### config.mk
export PLATFORM = sky130hd
export DESIGN_NAME = cam_capture
export DESIGN_NICKNAME = d
export VERILOG_FILES = /design/src/rtl/cam_pkg.sv /design/src/rtl/cam_pin_sync.sv /design/src/rtl/cam_packer.sv /design/src/rtl/cam_rx_fifo.sv /design/src/rtl/cam_mclk_gen.sv /design/src/rtl/cam_capture.sv
export SDC_FILE = /design/constraint.sdc
export NUM_CORES = 1
export LEC_CHECK = 0
export ABC_CLOCK_PERIOD_IN_PS = 7670
export BUFFER_PORTS_ARGS = -buffer_cell sky130_fd_sc_hd__buf_2
export CORE_MARGIN = 3
export CORE_UTILIZATION = 60
export CTS_CLUSTER_DIAMETER = 100
export DETAILED_ROUTE_END_ITERATION = 8
export GPL_ROUTABILITY_DRIVEN = 0
export PLACE_DENSITY = 0.77
export SLEW_MARGIN = 30
export SYNTH_ARGS = -nofsm -noshare
export SYNTH_HDL_FRONTEND = slang
export SYNTH_HIERARCHICAL = 1
export SYNTH_SLANG_ARGS = --single-unit
### constraint.sdc
create_clock -name clk -period 7.67 [get_ports clk]
set_input_delay 0.3835 -clock clk [delete_from_list [all_inputs] [get_ports clk]]
set_output_delay 0.3835 -clock clk [all_outputs]
set_load 0.02 [all_outputs]
### src/rtl/cam_pkg.sv
package cam_pkg;

    typedef enum logic [1:0] {
        ST_OFF  = 2'd0,
        ST_HUNT = 2'd1,
        ST_GRAB = 2'd2
    } cap_state_e;

    // register offsets
    localparam int OFS_CTRL = 'h00;
    localparam int OFS_STAT = 'h08;
    localparam int OFS_RXD  = 'h10;

    // control bit positions
    localparam int B_EN     = 0;
    localparam int B_REDGE  = 1;
    localparam int B_DINV   = 2;
    localparam int B_CLR    = 5;
    localparam int B_BE     = 7;
    localparam int B_MCKE   = 9;
    localparam int B_DIV_LO = 12;
    localparam int B_SIEN   = 16;
    localparam int B_SPOL   = 17;
    localparam int B_THR_LO = 19;

    // status bit positions
    localparam int S_DRDY = 0;
    localparam int S_SOF  = 16;
    localparam int S_THR  = 18;
    localparam int S_OVR  = 24;

    localparam logic [31:0] CTRL_KEEP = 32'h001B_F397;
    localparam int          THR_BASE  = 4;

endpackage

### src/rtl/cam_pin_sync.sv
module cam_pin_sync #(
    parameter int PIX_W = 8
) (
    input  logic             clk,
    input  logic             rst_n,
    input  logic             pix_clk,
    input  logic             pix_vsync,
    input  logic [PIX_W-1:0] pix_data,
    input  logic             rise_sel,
    input  logic             sof_hi,
    input  logic             inv,
    output logic             smp_stb,
    output logic [PIX_W-1:0] smp_byte,
    output logic             sof_stb
);
    logic [2:0]       pclk_sh;
    logic [1:0]       vs_sh;
    logic [PIX_W-1:0] d1_q, d2_q;
    logic             vs_act, vs_act_q;

    always_ff @(posedge clk or negedge rst_n) begin
        if (!rst_n) begin
            pclk_sh  <= '0;
            vs_sh    <= '0;
            d1_q     <= '0;
            d2_q     <= '0;
            vs_act_q <= 1'b0;
        end else begin
            pclk_sh  <= {pclk_sh[1:0], pix_clk};
            vs_sh    <= {vs_sh[0], pix_vsync};
            d1_q     <= pix_data;
            d2_q     <= d1_q;
            vs_act_q <= vs_act;
        end
    end

    always_comb begin
        vs_act   = vs_sh[1] ~^ sof_hi;
        smp_stb  = rise_sel ? (pclk_sh[1] & ~pclk_sh[2]) : (~pclk_sh[1] & pclk_sh[2]);
        smp_byte = d2_q ^ {PIX_W{inv}};
        sof_stb  = vs_act & ~vs_act_q;
    end
endmodule

### src/rtl/cam_packer.sv
module cam_packer
    import cam_pkg::*;
#(
    parameter int PIX_W  = 8,
    parameter int WORD_W = 32
) (
    input  logic              clk,
    input  logic              rst_n,
    input  logic              en,
    input  logic              big_end,
    input  logic              flush,
    input  logic              smp_stb,
    input  logic [PIX_W-1:0]  smp_byte,
    input  logic              sof_stb,
    output logic              word_push,
    output logic [WORD_W-1:0] word_data,
    output logic              sof_evt,
    output cap_state_e        state_o
);
    localparam int BPW   = WORD_W / PIX_W;
    localparam int CNT_W = $clog2(BPW);
    localparam logic [CNT_W-1:0] LAST = CNT_W'(BPW - 1);

    cap_state_e        st_q, st_d;
    logic [CNT_W-1:0]  cnt_q;
    logic [WORD_W-1:0] acc_q, acc_nxt;
    logic              take, restart;

    always_ff @(posedge clk or negedge rst_n) begin
        if (!rst_n) st_q <= ST_OFF;
        else        st_q <= st_d;
    end

    always_comb begin
        st_d = st_q;
        unique case (st_q)
            ST_OFF:  if (en) st_d = ST_HUNT;
            ST_HUNT: if (!en) st_d = ST_OFF;
                     else if (sof_stb) st_d = ST_GRAB;
            ST_GRAB: if (!en) st_d = ST_OFF;
            default: st_d = ST_OFF;
        endcase
    end

    always_comb begin
        restart   = !en || flush || sof_stb || (st_q != ST_GRAB);
        take      = smp_stb && !restart;
        acc_nxt   = big_end ? {acc_q[WORD_W-PIX_W-1:0], smp_byte}
                            : {smp_byte, acc_q[WORD_W-1:PIX_W]};
        word_push = take && (cnt_q == LAST);
        word_data = acc_nxt;
        sof_evt   = en && sof_stb && (st_q != ST_OFF);
        state_o   = st_q;
    end

    always_ff @(posedge clk or negedge rst_n) begin
        if (!rst_n) begin
            cnt_q <= '0;
            acc_q <= '0;
        end else if (restart) begin
            cnt_q <= '0;
        end else if (take) begin
            acc_q <= acc_nxt;
            cnt_q <= cnt_q + 1'b1;
        end
    end
endmodule

### src/rtl/cam_rx_fifo.sv
module cam_rx_fifo #(
    parameter int WORD_W = 32,
    parameter int DEPTH  = 32
) (
    input  logic              clk,
    input  logic              rst_n,
    input  logic              clr,
    input  logic              push,
    input  logic [WORD_W-1:0] wdata,
    input  logic              pop,
    output logic [WORD_W-1:0] rdata,
    output logic [$clog2(DEPTH):0] level,
    output logic              full,
    output logic              empty
);
    localparam int AW = $clog2(DEPTH);

    logic [WORD_W-1:0] mem [DEPTH];
    logic [AW-1:0]     wp_q, rp_q;
    logic [AW:0]       cnt_q;
    logic              do_push, do_pop;

    always_comb begin
        full    = (cnt_q == (AW+1)'(DEPTH));
        empty   = (cnt_q == '0);
        do_push = push && !full;
        do_pop  = pop && !empty;
        rdata   = mem[rp_q];
        level   = cnt_q;
    end

    always_ff @(posedge clk or negedge rst_n) begin
        if (!rst_n) begin
            wp_q  <= '0;
            rp_q  <= '0;
            cnt_q <= '0;
        end else if (clr) begin
            wp_q  <= '0;
            rp_q  <= '0;
            cnt_q <= '0;
        end else begin
            if (do_push) wp_q <= wp_q + 1'b1;
            if (do_pop)  rp_q <= rp_q + 1'b1;
            cnt_q <= cnt_q + (AW+1)'(do_push) - (AW+1)'(do_pop);
        end
    end

    always_ff @(posedge clk) begin
        if (do_push && !clr) mem[wp_q] <= wdata;
    end
endmodule

### src/rtl/cam_mclk_gen.sv
module cam_mclk_gen #(
    parameter int DIV_W = 4
) (
    input  logic             clk,
    input  logic             rst_n,
    input  logic             run,
    input  logic [DIV_W-1:0] div,
    output logic             mclk
);
    logic [DIV_W-1:0] cnt_q;

    always_ff @(posedge clk or negedge rst_n) begin
        if (!rst_n) begin
            cnt_q <= '0;
            mclk  <= 1'b0;
        end else if (!run) begin
            cnt_q <= '0;
            mclk  <= 1'b0;
        end else if (cnt_q == div) begin
            cnt_q <= '0;
            mclk  <= ~mclk;
        end else begin
            cnt_q <= cnt_q + 1'b1;
        end
    end
endmodule

### src/rtl/cam_capture.sv
module cam_capture
    import cam_pkg::*;
#(
    parameter int PIX_W      = 8,
    parameter int FIFO_DEPTH = 32,
    parameter int ADDR_W     = 5,
    parameter int DIV_W      = 4
) (
    input  logic              clk,
    input  logic              rst_n,
    input  logic              reg_wr,
    input  logic              reg_rd,
    input  logic [ADDR_W-1:0] reg_addr,
    input  logic [31:0]       reg_wdata,
    output logic [31:0]       reg_rdata,
    input  logic              pix_clk,
    input  logic              pix_vsync,
    input  logic [PIX_W-1:0]  pix_data,
    output logic              sensor_mclk,
    output logic              dma_req,
    output logic              irq
);
    localparam int WORD_W = 32;
    localparam int LVL_W  = $clog2(FIFO_DEPTH) + 1;

    logic [31:0]       ctrl_q, stat_word;
    logic              sof_pend_q, ovr_q;
    logic              cfg_en, mclk_run, thr_hit;
    logic              ctrl_wr, stat_wr, rx_sel, fifo_clr, fifo_pop;
    logic              smp_stb, sof_stb, sof_evt, word_push;
    logic [PIX_W-1:0]  smp_byte;
    logic [WORD_W-1:0] word_data, fifo_rdata;
    logic [LVL_W-1:0]  fifo_level, thr_lvl;
    logic              fifo_full, fifo_empty;
    cap_state_e        cap_state;

    always_comb begin
        ctrl_wr  = reg_wr && (reg_addr == ADDR_W'(OFS_CTRL));
        stat_wr  = reg_wr && (reg_addr == ADDR_W'(OFS_STAT));
        rx_sel   = (reg_addr == ADDR_W'(OFS_RXD));
        fifo_clr = ctrl_wr && reg_wdata[B_CLR];
        fifo_pop = reg_rd && rx_sel;
        cfg_en   = ctrl_q[B_EN];
        mclk_run = cfg_en && ctrl_q[B_MCKE];
        thr_lvl  = LVL_W'(THR_BASE) << ctrl_q[B_THR_LO +: 2];
        thr_hit  = cfg_en && (fifo_level >= thr_lvl);
        dma_req  = thr_hit;
        irq      = sof_pend_q && ctrl_q[B_SIEN];
    end

    cam_pin_sync #(.PIX_W(PIX_W)) u_sync (
        .clk(clk), .rst_n(rst_n),
        .pix_clk(pix_clk), .pix_vsync(pix_vsync), .pix_data(pix_data),
        .rise_sel(ctrl_q[B_REDGE]), .sof_hi(ctrl_q[B_SPOL]), .inv(ctrl_q[B_DINV]),
        .smp_stb(smp_stb), .smp_byte(smp_byte), .sof_stb(sof_stb)
    );

    cam_packer #(.PIX_W(PIX_W), .WORD_W(WORD_W)) u_pack (
        .clk(clk), .rst_n(rst_n), .en(cfg_en), .big_end(ctrl_q[B_BE]),
        .flush(fifo_clr), .smp_stb(smp_stb), .smp_byte(smp_byte), .sof_stb(sof_stb),
        .word_push(word_push), .word_data(word_data), .sof_evt(sof_evt),
        .state_o(cap_state)
    );

    cam_rx_fifo #(.WORD_W(WORD_W), .DEPTH(FIFO_DEPTH)) u_fifo (
        .clk(clk), .rst_n(rst_n), .clr(fifo_clr),
        .push(word_push), .wdata(word_data), .pop(fifo_pop), .rdata(fifo_rdata),
        .level(fifo_level), .full(fifo_full), .empty(fifo_empty)
    );

    cam_mclk_gen #(.DIV_W(DIV_W)) u_mclk (
        .clk(clk), .rst_n(rst_n), .run(mclk_run),
        .div(ctrl_q[B_DIV_LO +: DIV_W]), .mclk(sensor_mclk)
    );

    always_ff @(posedge clk or negedge rst_n) begin
        if (!rst_n) begin
            ctrl_q     <= '0;
            sof_pend_q <= 1'b0;
            ovr_q      <= 1'b0;
        end else begin
            if (ctrl_wr) ctrl_q <= reg_wdata & CTRL_KEEP;
            if (sof_evt)                           sof_pend_q <= 1'b1;
            else if (stat_wr && reg_wdata[S_SOF])  sof_pend_q <= 1'b0;
            if (word_push && fifo_full)            ovr_q <= 1'b1;
            else if (stat_wr && reg_wdata[S_OVR])  ovr_q <= 1'b0;
        end
    end

    always_comb begin
        stat_word         = '0;
        stat_word[S_DRDY] = ~fifo_empty;
        stat_word[S_SOF]  = sof_pend_q;
        stat_word[S_THR]  = thr_hit;
        stat_word[S_OVR]  = ovr_q;
        if (reg_addr == ADDR_W'(OFS_CTRL))      reg_rdata = ctrl_q;
        else if (reg_addr == ADDR_W'(OFS_STAT)) reg_rdata = stat_word;
        else if (rx_sel)                        reg_rdata = fifo_empty ? '0 : fifo_rdata;
        else                                    reg_rdata = '0;
    end
endmodule

**Word-level counts from Yosys, hierarchy flattened**

Memory sizes are Yosys's and may differ from the RTL's.
Index checks and enable logic that the tools add are counted.

- Flip-flop bits (word level): 96
- Memory bits (writable): 1024
- Input port bits: 51
- Memories kept: 1

- Add/subtract/negate cells: 6
- Magnitude comparators: 1
- Equality and inequality tests: 12
- Shift operators: 1
- Multiplexer cells: 28
- Bitwise operators: 11
- Reductions and logical operators: 36

Memory list:

| name | words | bits a word | read ports | clocked after Yosys merged registers in | write ports | line | source |
|---|---|---|---|---|---|---|---|
| u_fifo.mem | 32 | 32 | 1 | 0 | 1 | cam_rx_fifo.sv:18 | `logic [WORD_W-1:0] mem [DEPTH];` |

Operators by type and width:

| kind | number |
|---|---|
| $mux W32 | 5 |
| $mux W5 | 4 |
| $logic_and A1 B1 Y1 | 17 |
| $mux W2 | 6 |
| $reduce_bool A2 Y1 | 6 |
| $add A5 B1 Y5 const B | 2 |
| $mux W1 | 9 |
| $mux W4 | 2 |
| $ne A2 B2 Y1 const B | 4 |
| $xor A8 B8 Y8 | 1 |
| $add A6 B1 Y6 | 1 |
| $eq A6 B6 Y1 const B | 1 |
| $ge A6 B6 Y1 | 1 |
| $logic_not A6 Y1 | 1 |
| $mux W6 | 1 |
| $not A1 Y1 | 6 |
| $pmux W2 S3 | 1 |
| $shl A3 B2 Y6 const A | 1 |
| $sub A6 B1 Y6 | 1 |
| $eq A5 B4 Y1 const B | 1 |
| $eq A5 B5 Y1 const B | 1 |
| $logic_not A1 Y1 | 5 |
| $logic_not A5 Y1 | 1 |
| $add A4 B1 Y4 const B | 1 |
| 11 further kinds | 16 |

**Logic depth before layout (Yosys ltp)**

Gate-level depths: netlist (run 1).

- Depth in word-level cells: 13
- Gate-level depth with buffers: 18

**Hierarchy**

Netlist (run 1), hierarchy kept.

By module, submodules not included:

| module | times used | cells each | area each (sq um) | sequential area each (sq um) |
|---|---|---|---|---|
| cam_rx_fifo | 1 | 1821 | 39733.1 | 31149.9 |
| cam_packer | 1 | 122 | 1929.4 | 900.9 |
| cam_capture | 1 | 106 | 1213.7 | 425.4 |
| cam_pin_sync | 1 | 36 | 661.9 | 550.5 |
| cam_mclk_gen | 1 | 23 | 264.0 | 125.1 |

**Least setup slack after synthesis (run 1)**

Ideal clock, no wire load.

- Path type: input -> register
- From: input port reg_addr[3]
- To: memory u_fifo.mem[22][0], enable pin
- Library setup time: 0.421 ns
- Data arrival time: 3.654 ns
- Path slack: 3.595 ns
- Stages on the path: 12
- Path through: nor2_1 > and2_0 > buf_2 > and3_1 > nor4b_2 > and3_1 > buf_6 > buf_12 > and2_1 > and3_1 > nand2_1 > nor2_1

- Cells in the longest elaborated chain, start to end: 13
- Elaborated cells between the ends (all ways): 14

Ends and longest elaborated chain:

| what | line | source |
|---|---|---|
| start: declaration | cam_capture.sv:13 | `input logic [ADDR_W-1:0] reg_addr,` |
| $logic_not A5 Y1 | cam_capture.sv:38 | `ctrl_wr = reg_wr && (reg_addr == ADDR_W'(OFS_CTRL));` |
| $logic_and A1 B1 Y1 | cam_capture.sv:38 |  |
| $logic_and A1 B1 Y1 | cam_capture.sv:41 | `fifo_clr = ctrl_wr && reg_wdata[B_CLR];` |
| named net fifo_clr | cam_capture.sv:29 | `logic ctrl_wr, stat_wr, rx_sel, fifo_clr, fifo_pop;` |
| $logic_or A1 B1 Y1 (3 in a row) | cam_packer.sv:46 | `restart = !en \|\| flush \|\| sof_stb \|\| (st_q != ST_GRAB);` |
| $logic_not A1 Y1 | cam_packer.sv:47 | `take = smp_stb && !restart;` |
| $logic_and A1 B1 Y1 | cam_packer.sv:47 |  |
| $logic_and A1 B1 Y1 | cam_packer.sv:50 | `word_push = take && (cnt_q == LAST);` |
| named net word_push | cam_capture.sv:30 | `logic smp_stb, sof_stb, sof_evt, word_push;` |
| $logic_and A1 B1 Y1 | cam_rx_fifo.sv:26 | `do_push = push && !full;` |
| $logic_and A1 B1 Y1 | cam_rx_fifo.sv:49 | `if (do_push && !clr) mem[wp_q] <= wdata;` |
| $mux W1 | cam_rx_fifo.sv:49 |  |
| $mux W1 (implied by the code) | cam_rx_fifo.sv:49 |  |
| end: declaration | cam_rx_fifo.sv:18 |  |

The timed path passes the listed nets, and every way through them passes these cells.

**Final worst setup path (run 1)**

- From: register u_fifo.rp_q[1]
- To: output port reg_rdata[1]

- Cells in the longest elaborated chain, start to end: 5

Ends and longest elaborated chain:

| what | line | source |
|---|---|---|
| start: declaration | cam_rx_fifo.sv:19 | `logic [AW-1:0] wp_q, rp_q;` |
| start signal: assignment | cam_rx_fifo.sv:43 | `if (do_pop) rp_q <= rp_q + 1'b1;` |
| $mem_v2 Z32 W32 | - |  |
| named net fifo_rdata[1] | cam_capture.sv:32 | `logic [WORD_W-1:0] word_data, fifo_rdata;` |
| $mux W32 (2 in a row) | cam_capture.sv:98 | `else if (rx_sel) reg_rdata = fifo_empty ? '0 : fifo_rdata;` |
| $mux W32 | cam_capture.sv:97 | `else if (reg_addr == ADDR_W'(OFS_STAT)) reg_rdata = stat_word;` |
| $mux W32 | cam_capture.sv:96 | `if (reg_addr == ADDR_W'(OFS_CTRL)) reg_rdata = ctrl_q;` |
| end: declaration | cam_capture.sv:15 | `output logic [31:0] reg_rdata,` |

The timed path passes the listed nets, and every way through them passes these cells.

==> flow_summary.toml, run 1 <==
[global_routing]
grt_util_all_layers_pct = 27.5
grt_pass1_wl_um = 155000
use_met1_pct = 41.0
grt_pass1_vias = 22500
grt_use_met2_pct = 42.6
grt_overflow_total = 0
top_usage_layer = "met2"
grt_use_met3_pct = 4.97
grt_max_degree = 99
antenna_found_initial = 2

[run_status]
run_status = "finished, final reports clean"

[sta]
slew_violations = 0
finalSetupViolCount = 0
max_slew_margin_pct = 32.4
tns_ns = 0
rsz0062_at_grt = "no"
post-route-period-util_pct = 64.5
fin_worst_skew_ns = 0.0203
finalWorstPathRequiredPeriod_ns = 4.95
fmax_mhz = 202
worstMarginPinSlew_ns = 1.01
hold_viol_final = 0

[logic_synthesis]
synth_top_family_by_area = "multiplexers"
synth_sequential_area_ratio_pct = 75.7
synth-seq-cells = 1120
async_flop_share_pct = 8.57
synth_nets = 2180
ys.flop_type = "edfxtp_1"
synthAdderAreaFrac_pct = 0.617
synth-simple-area-share_pct = 1.86
syn_inst = 2108
muxShareOfSynthArea_pct = 15.3
synth_xor_area_share_pct = 0.537
ys_warn_count = 6
synth.distinct_cells = 61
synth-compound-area-share_pct = 4.28
postSynthAreaPerCell_um2 = 20.8
syn-cell-area_mm2 = 0.0438
synth-edff-count = 1024

[die]
die_x_um = 276
std_cell_rows = 98
ios = 86
die_h_um = 276
coreArea_mm2 = 0.0719
start_util_pct = 61.0
die_area_mm2 = 0.0763

[clock_tree]
cts_resized = 0
post-cts-setup-buffers = 0
insertion_delay_ns = 0.67
clock_sinks = 1120
root_buffer = "clkbuf_16"
numCtsBuffers = 106
clk_path_buf_depth = 3
cts-hold-fix-buffers = 26
h-tree-depth = 3
cts_tree = "done"
clkTransAtPathRegs_ns = 0.06

[place]
dp_hpwl_um = 60800
placed_cells = 3067
numPortBuffers = 70

[routing]
drt_first_pass_iters = 5
drc_errors = 0
drtIter0Drc = 3351
wl_per_cell_um = 31.7
vias = 22500
route.antenna.remaining_nets = 0
wirelength_um = 104000
viasPerCell = 6.84

[critical_path]
end_kind = "output port"
crit_path_max_fanout = 45
r2r_cells = 9
criticalPathCategory = "reg2out"
r2r-start = "ctrl_q[17]$_DFFE_PN0P_"
crit_arrival_ns = 4.57
cp.required_ns = 7.29
cp-start-kind = "register"
critPathLaunch = "u_fifo/rp_q[1]$_DFFE_PN0P_"

[power]
p_sw_mw = 3.50
clkPwrFrac_pct = 36.6
combPwrFrac_pct = 14.2
irDropWorstVdd_mv = 0.242
seqPwrFrac_pct = 49.1
p_int_mw = 10.7
power_density_mw_per_mm2 = 284
p_leak_nw = 17.7
switching_share_pct = 24.7

[final_layout]
fillers = 4180
layout-drive-gt1-share_pct = 25.9
syn_to_final_growth_pct = 13.8
final_core_util_pct = 69.4
nNetsFinal = 2325
finalNonFillerCells = 3294

[run]
maxCapViolCount = 0

[hold_path]
hold_class = "in2reg"
worstHoldStart = "reg_wr"
whs_path_depth = 3
## worst max-delay path: stages, from the launching register on
cell,delay (ns)
dfrtp_4,0.88
nand3b_1,0.56
buf_4,0.63
o22ai_1,0.18
a211oi_1,0.68
a22oi_1,0.45
a22o_1,0.31
buf_2,0.16
## cell type report
type	count	area, µm²	area share (%)
sequential	1120	33200	66.5
multi-input combinational	855	10200	20.4
clock buffer	132	2820	5.66
timing repair buffer	156	1840	3.68
tap	950	1190	2.38
clock inverter	66	618	1.24
inverter	14	52.6	0.105
antenna	1	2.50	0.00502
## final timing paths
path                            slack, ns                            to
worst max-delay path                 2.72                  reg_rdata[1]
worst min-delay path                  0.1        sof_pend_q$_DFFE_PN0P_
worst max register to register       3.20  u_fifo/mem[28][29]$_DFFE_PP_
worst min register to register       0.35      u_sync/d2_q[3]$_DFF_PN0_
max in group asynchronous            6.50    u_fifo/rp_q[0]$_DFFE_PN0P_
min in group asynchronous            0.15        ctrl_q[15]$_DFFE_PN0P_
## synthesized netlist by cell type, types with 17 or more instances
master / number / area (µm²)
mux2_2: 35 / 394
clkbuf_1: 45 / 169
edfxtp_1: 1024 / 30700
buf_4: 23 / 173
mux2_4: 39 / 586
mux2i_1: 129 / 1290
nor2_1: 51 / 191
xor2_1: 18 / 158
o221ai_1: 32 / 280
a21oi_1: 40 / 200
a22oi_1: 94 / 706
a211oi_1: 32 / 240
nand2_1: 17 / 63.8
and2_1: 20 / 125
mux4_2: 194 / 4370
ha_1: 20 / 250
buf_2: 34 / 170
dfrtp_1: 96 / 2400
o22ai_1: 32 / 200
## cells in the final DEF (no fill, tap or decap), types with 36 or more instances in the layout
cell and instances:
edfxtp_1 1024, mux4_2 194, mux2i_1 129, clkbuf_16 108, a22oi_1 94, dfrtp_1 92, buf_2 69, a21oi_1 40
mux2_4 39, mux2_2 37, buf_16 36
## state kept, by name, indices dropped and copies added, names as in the netlist
register / count
u_fifo/rp_q: 5
u_sync/vs_sh: 2
u_fifo/mem: 1024
u_fifo/wp_q: 5
sof_pend_q: 1
u_mclk/mclk: 1
u_sync/d1_q: 8
ctrl_q: 15
u_pack/state_o: 2
u_sync/pclk_sh: 3
u_pack/cnt_q: 2
u_pack/acc_q: 32
u_mclk/cnt_q: 4
u_sync/d2_q: 8
ovr_q: 1
u_fifo/level: 6
u_sync/vs_act_q: 1
## cells by family (layout without fill, tap and decap cells)
group	Yosys count	count (layout)
and+or+nand+nor	147	147
DFF	1120	1120
xor gates and xnor gates	26	26
buffers and inverters	133	368
adders and majority gates	21	21
muxes	402	402
other	0	1
AOI/OAI and AO/OA	259	259
## power groups by stage
stage / Sequential, mW / Clock (mW) / Combinational (mW)
6_report: 6.95 / 5.18 / 2.02
5_1_grt: 6.96 / 5.48 / 2.15
4_1_cts: 6.95 / 5.24 / 2.02
3_5_place_dp: 7.08 / 0 / 1.99
3_3_place_gp: 7.07 / 0 / 1.94
2_1_floorplan: 6.98 / 0 / 1.59
## metrics by stage
step	instance area (µm²)	total power [mW]	setup slack [ns]	hold slack, ns
final	49900	14.2	2.72	0.0960
after global routing	49900	14.6	2.51	0.108
after CTS	49800	14.2	2.45	0.0610
after detailed placement	46100	9.06	2.34	0.273
after global placement	45100	9.01	2.03	0.265
after floorplan	43800	8.57	3.59	0.0879
## layer usage
layer  routed length, µm  vias to the layer above
li1                    -                     9065
met2               50000                     1473
met1               39600                    11800
met4                3370                        2
met3               11500                      177
met5                  15                        -
No activity file was read; power rests on OpenSTA's default activity.
==> inputs of run 2 (changes only) <==
- ABC_CLOCK_PERIOD_IN_PS: 7670 -> 4700
- clock period: 7.67 -> 4.7 ns (I/O delays scaled with it)
==> run 2 against run 1 <==
  * Power is 64% higher
  * Clock power increased by 65%
  * Worst setup slack worse by 2.3 ns
  * Die area unchanged
  * Critical path type unchanged
  * Final area is 0.40% lower
  * Register-to-register slack got worse by 2.5 ns
  * Largest cell class unchanged
==> flow_summary.toml, run 2 (synthesis results as in run 1) <==
[run_status]
run_status = "finished, final reports clean"

[clock_tree]
h-tree-depth = 3
insertion_delay_ns = 0.69
clkTransAtPathRegs_ns = 0.06
post-cts-setup-buffers = 0
cts-hold-fix-buffers = 28
clock_sinks = 1120
cts_tree = "done"
numCtsBuffers = 105
root_buffer = "clkbuf_16"
clk_path_buf_depth = 3
cts_resized = 0

[routing]
drc_errors = 0
drt_first_pass_iters = 8
route.antenna.remaining_nets = 0
wl_per_cell_um = 32.4
vias = 22300
viasPerCell = 6.75
wirelength_um = 107000
drtIter0Drc = 2659

[sta]
max_slew_margin_pct = 36.7
rsz0062_at_grt = "no"
fmax_mhz = 233
worstMarginPinSlew_ns = 0.949
post-route-period-util_pct = 91.2
fin_worst_skew_ns = 0.0265
slew_violations = 0
hold_viol_final = 0
finalWorstPathRequiredPeriod_ns = 4.28
tns_ns = 0
finalSetupViolCount = 0

[die]
die_x_um = 276
ios = 86
std_cell_rows = 98
coreArea_mm2 = 0.0719
start_util_pct = 61.0
die_h_um = 276
die_area_mm2 = 0.0763

[critical_path]
cp-start-kind = "register"
crit_slowest_cell = "dfrtp_4"
path_delay_family = "compound AO/OA/AOI/OAI gates"
critPathMaxStageDelay_ns = 0.96
reg2reg_slack_ns = 0.71
crit_arrival_ns = 4.05
crit_path_cell_trace = "nand3_4 > buf_12 > o22ai_1 > a211oi_1 > a22oi_1 > nand3b_1 > a21oi_1 > buf_2"
r2r_cells = 9
timing.rr.end = "u_fifo/mem[12][29]$_DFFE_PP_"
crit_buf_inv = 2
criticalPathCategory = "reg2out"
r2r-start = "ctrl_q[17]$_DFFE_PN0P_"
end_kind = "output port"
crit_path_max_fanout = 44
cp.required_ns = 4.47

[final_layout]
layout-drive-gt1-share_pct = 26.2
layout_common_cells = "edfxtp_1, mux4_2, mux2i_1"
top_regs = "u_fifo/mem (1024), u_pack/acc_q (32), ctrl_q (15)"
final_area_mm2 = 0.0497
syn_to_final_growth_pct = 13.4
largest_register = "u_fifo/mem"
layout.cells.most_common = "edfxtp_1"
n_antenna_cell = 0
nNetsFinal = 2341
largest_reg_flops = 1024

[place]
placed_area_mm2 = 0.0459
dp_hpwl_um = 60100
numPortBuffers = 70

[hold_path]
hold_class = "in2reg"
whs_path_depth = 4
holdPathEnd = "sof_pend_q$_DFFE_PN0P_"
worstHoldStart = "reg_addr[0]"

[power]
clkPwrFrac_pct = 37.0
p_leak_nw = 17.7
seqPwrFrac_pct = 48.9
p_sw_mw = 5.64
power_density_mw_per_mm2 = 467
combPwrFrac_pct = 14.1
irDropWorstVdd_mv = 0.507
switching_share_pct = 24.3
p_int_mw = 17.5

[global_routing]
antenna_found_initial = 0
grt_overflow_total = 0
grt_pass1_wl_um = 158000
grt_util_all_layers_pct = 28.3
grt_pass1_vias = 23300
grt_max_degree = 78

[run]
maxCapViolCount = 0
run 2: changes by cell type in the layout (fill, tap and decap cells not counted), moves of 2 or more:
cell           previous run  this run
buf_16                   36         0
mux2_1                    3         1
buf_8                     2         0
inv_16                    0         3
clkinv_1                 23        27
dlygate4sd3_1            26        28
clkinvlp_4                9         2
clkbuf_1                 21        23
buf_4                    18        43
mux2_2                   37        39
clkbuf_8                  3         6
buf_6                     3         1
clkinv_2                 20        16
buf_12                    2        32
run 2: how the worst max path moves through the flow:
| stage | from | end | slack [ns] | cells after the start |
|---|---|---|---|---|
| 2_1_floorplan | reg_addr[3] | u_fifo/mem[22][0]$_DFFE_PP_ | 0.77 | 12 |
| 3_3_place_gp | reg_addr[0] | u_fifo/mem[12][24]$_DFFE_PP_ | 0.57 | 12 |
| 3_5_place_dp | reg_addr[4] | u_fifo/mem[12][24]$_DFFE_PP_ | 0.48 | 12 |
| 4_1_cts | u_fifo/rp_q[1]$_DFFE_PN0P_ | reg_rdata[30] | 0.46 | 7 |
| 5_1_grt | u_fifo/rp_q[1]$_DFFE_PN0P_ | reg_rdata[24] | 0.38 | 8 |
| 6_report | u_fifo/rp_q[1]$_DFFE_PN0P_ | reg_rdata[24] | 0.42 | 8 |
run 2: worst reg2reg max path: stages (launching register included):
cell,delay [ns]
dfrtp_1,0.41
xnor2_1,0.17
and2b_2,0.24
nor4b_2,0.29
and3_2,0.22
and2_1,0.28
and3_1,0.28
nand2_1,0.52
nor2_4,0.73
buf_4,0.48
run 2: metal layers:
layer  GRT usage, %  part of all wire, %  up-vias
li1               -                    -     9074
met3           5.14                  9.1      275
met4           11.2                  4.3        0
met2           46.8                   50     1315
met1           38.2                   36    11700
met5              0                    0        -
run 2: area by class of cell:
cell class | count | area [µm²]
Multi-Input combinational cell | 855 | 10200
Clock buffer | 136 | 2850
Sequential cell | 1120 | 33200
Tap cell | 950 | 1190
Clock inverter | 62 | 634
Inverter | 14 | 52.6
Timing Repair Buffer | 173 | 1600
Fill cell | 4247 | 22200
run 2: power groups by stage:
stage	registers, mW	logic, mW	clock network [mW]
floorplan	11.4	2.59	0
global placement	11.5	3.14	0
detailed placement	11.5	3.24	0
CTS	11.3	3.28	8.65
global route	11.3	3.50	9.02
finish	11.3	3.27	8.56
run 2: through the flow:
step	util (%)	std cells	total power, mW	hold slack, ns	worst slack (ns)
2_1_floorplan	-	2108	14.0	-0.0606	0.773
3_3_place_gp	63.9	3084	14.7	0.335	0.572
3_5_place_dp	63.9	3084	14.8	0.337	0.482
4_1_cts	69.1	3310	23.3	0.00365	0.457
5_1_grt	69.1	3310	23.9	0.0501	0.376
6_report	69.1	3310	23.2	0.0364	0.415
==> inputs of run 3 (changes only) <==
- CORE_ASPECT_RATIO: unset -> 0.9
==> run 3 against run 2 <==
  * Sequential power about the same
  * Highest routed layer unchanged
  * Clock skew about the same
  * First-iteration DRC count increased by 8.1%
  * Worst setup slack improved by 0.24 ns
  * Power decreased by 2.4%
  * Sequential share of layout area increased by 0.62 points
  * Core utilization decreased by 0.69 points
  * Non-clock buffer count increased by 6
  * Final cell count about the same
  * Combinational power about the same
  * Critical path depth decreased by 2
==> flow_summary.toml, run 3 (synthesis results as in run 1) <==
[routing]
drt_first_pass_iters = 6
drc_errors = 0
drtIter0Drc = 2875
viasPerCell = 6.61
route.antenna.remaining_nets = 0
wirelength_um = 101000
wl_per_cell_um = 30.6
vias = 21900

[die]
die_h_um = 262
std_cell_rows = 93
coreArea_mm2 = 0.0719
die_x_um = 291
start_util_pct = 60.9
die_area_mm2 = 0.0763
ios = 86

[sta]
post-route-period-util_pct = 86.1
setup_ws_ns = 0.652
hold_viol_final = 0
tns_ns = 0
slew_violations = 0
rsz0062_at_grt = "no"
fin_worst_skew_ns = 0.0268
finalSetupViolCount = 0
finalWorstPathRequiredPeriod_ns = 4.05
fmax_mhz = 247
max_slew_margin_pct = 34.7
worstMarginPinSlew_ns = 0.977

[critical_path]
r2r-start = "ctrl_q[17]$_DFFE_PN0P_"
cp-start-kind = "register"
crit_arrival_ns = 3.81
timing.rr.end = "u_fifo/mem[17][3]$_DFFE_PP_"
reg2reg_slack_ns = 0.81
crit_path_max_fanout = 26
cp.required_ns = 4.47
criticalPathCategory = "reg2out"
crit_slowest_cell = "dfrtp_4"
end_kind = "output port"
critPathMaxStageDelay_ns = 0.77
cpMostUsedCell = "a22oi_1"
r2r_cells = 9
crit_path_cell_trace = "nor2b_4 > buf_4 > a22oi_1 > a22oi_1 > a22o_1 > buf_2"

[power]
combPwrFrac_pct = 14.4
p_sw_mw = 5.53
irDropWorstVdd_mv = 0.348
switching_share_pct = 24.5
clkPwrFrac_pct = 35.4
power_density_mw_per_mm2 = 460
p_leak_nw = 17.5
p_int_mw = 17.1
seqPwrFrac_pct = 50.1

[place]
place_ws_ns = 0.619
numPortBuffers = 70
dp_hpwl_um = 57100
placed_area_mm2 = 0.0457

[clock_tree]
cts-hold-fix-buffers = 30
clk_path_buf_depth = 3
clock_sinks = 1120
numCtsBuffers = 105
h-tree-depth = 3
cts_resized = 0
clkTransAtPathRegs_ns = 0.06
cts_tree = "done"
root_buffer = "clkbuf_16"
insertion_delay_ns = 0.66
post-cts-setup-buffers = 0

[global_routing]
antenna_found_initial = 0
grt_overflow_total = 0
grt_util_all_layers_pct = 26.9
grt_pass1_wl_um = 151000
grt_max_degree = 60
grt_pass1_vias = 22700

[final_layout]
layout-drive-gt1-share_pct = 26.2
layout_common_cells = "edfxtp_1, mux4_2, mux2i_1"
nNetsFinal = 2347
fillers = 4305
largest_reg_flops = 1024
top_regs = "u_fifo/mem (1024), u_pack/acc_q (32), ctrl_q (15)"
syn_to_final_growth_pct = 12.3
n_antenna_cell = 0
final-seq-area_mm2 = 0.0332
largest_register = "u_fifo/mem"
final_area_mm2 = 0.0492
layout.cells.most_common = "edfxtp_1"
multi_input_area_mm2 = 0.0102

[hold_path]
hold_class = "in2reg"
whs_path_depth = 4
worstHoldStart = "reg_rd"
holdPathEnd = "u_fifo/rp_q[1]$_DFFE_PN0P_"

[run]
maxCapViolCount = 0

[run_status]
run_status = "finished, final reports clean"
run 3: stage by stage:
| stage | total power [mW] | util (%) | hold WS, ns | std cells |
|---|---|---|---|---|
| finish | 22.6 | 68.4 | 0.0688 | 3309 |
| global route | 23.3 | 68.4 | 0.0618 | 3309 |
| CTS | 22.7 | 68.4 | 0.0175 | 3309 |
| detailed placement | 14.8 | 63.5 | 0.338 | 3088 |
| global placement | 14.7 | 63.5 | 0.331 | 3088 |
| floorplan | 14.0 | - | -0.0606 | 2108 |
run 3: critical path: cells and delay by family, from the launching register on:
kind / cells / cell delay, ns
and+or+nand+nor: 1 / 0.76
buffers and inverters: 2 / 0.54
AOI/OAI and AO/OA: 3 / 1.05
DFF: 1 / 0.77
run 3: final cells by class:
cell class	instances	share of cell area [%]
sequential	1120	67.4
clock buffer	137	5.81
clock inverter	54	0.753
timing repair buffer	179	2.84
tap	950	2.42
inverter	14	0.107
multi-input combinational	855	20.7
run 3: how the worst max path moves through the flow:
stage | start | endpoint | slack, ns | depth (start not counted)
3_3_place_gp | reg_addr[0] | u_fifo/mem[16][21]$_DFFE_PP_ | 0.73 | 12
3_5_place_dp | reg_addr[0] | u_fifo/mem[21][21]$_DFFE_PP_ | 0.62 | 12
2_1_floorplan | reg_addr[3] | u_fifo/mem[22][0]$_DFFE_PP_ | 0.77 | 12
5_1_grt | u_fifo/rp_q[3]$_DFFE_PN0P_ | reg_rdata[15] | 0.58 | 6
6_report | u_fifo/rp_q[1]$_DFFE_PN0P_ | reg_rdata[15] | 0.65 | 6
4_1_cts | u_fifo/rp_q[3]$_DFFE_PN0P_ | reg_rdata[15] | 0.58 | 6
run 3: per-layer routing:
layer,share of wire (%),wire length (µm),vias to the layer above,track usage (%)
li1,-,-,9086,-
met1,38,38300,11500,37.5
met2,50,50500,1142,43.5
met3,9.1,9190,194,5.37
met4,3.2,3230,0,8.52
met5,0,0,-,0
run 3: power by group through the flow:
stage | Combinational (mW) | Clock (mW) | Sequential, mW
final | 3.27 | 8.01 | 11.3
after global routing | 3.51 | 8.47 | 11.4
after CTS | 3.28 | 8.11 | 11.3
after detailed placement | 3.24 | 0 | 11.6
after global placement | 3.13 | 0 | 11.5
after floorplan | 2.59 | 0 | 11.4
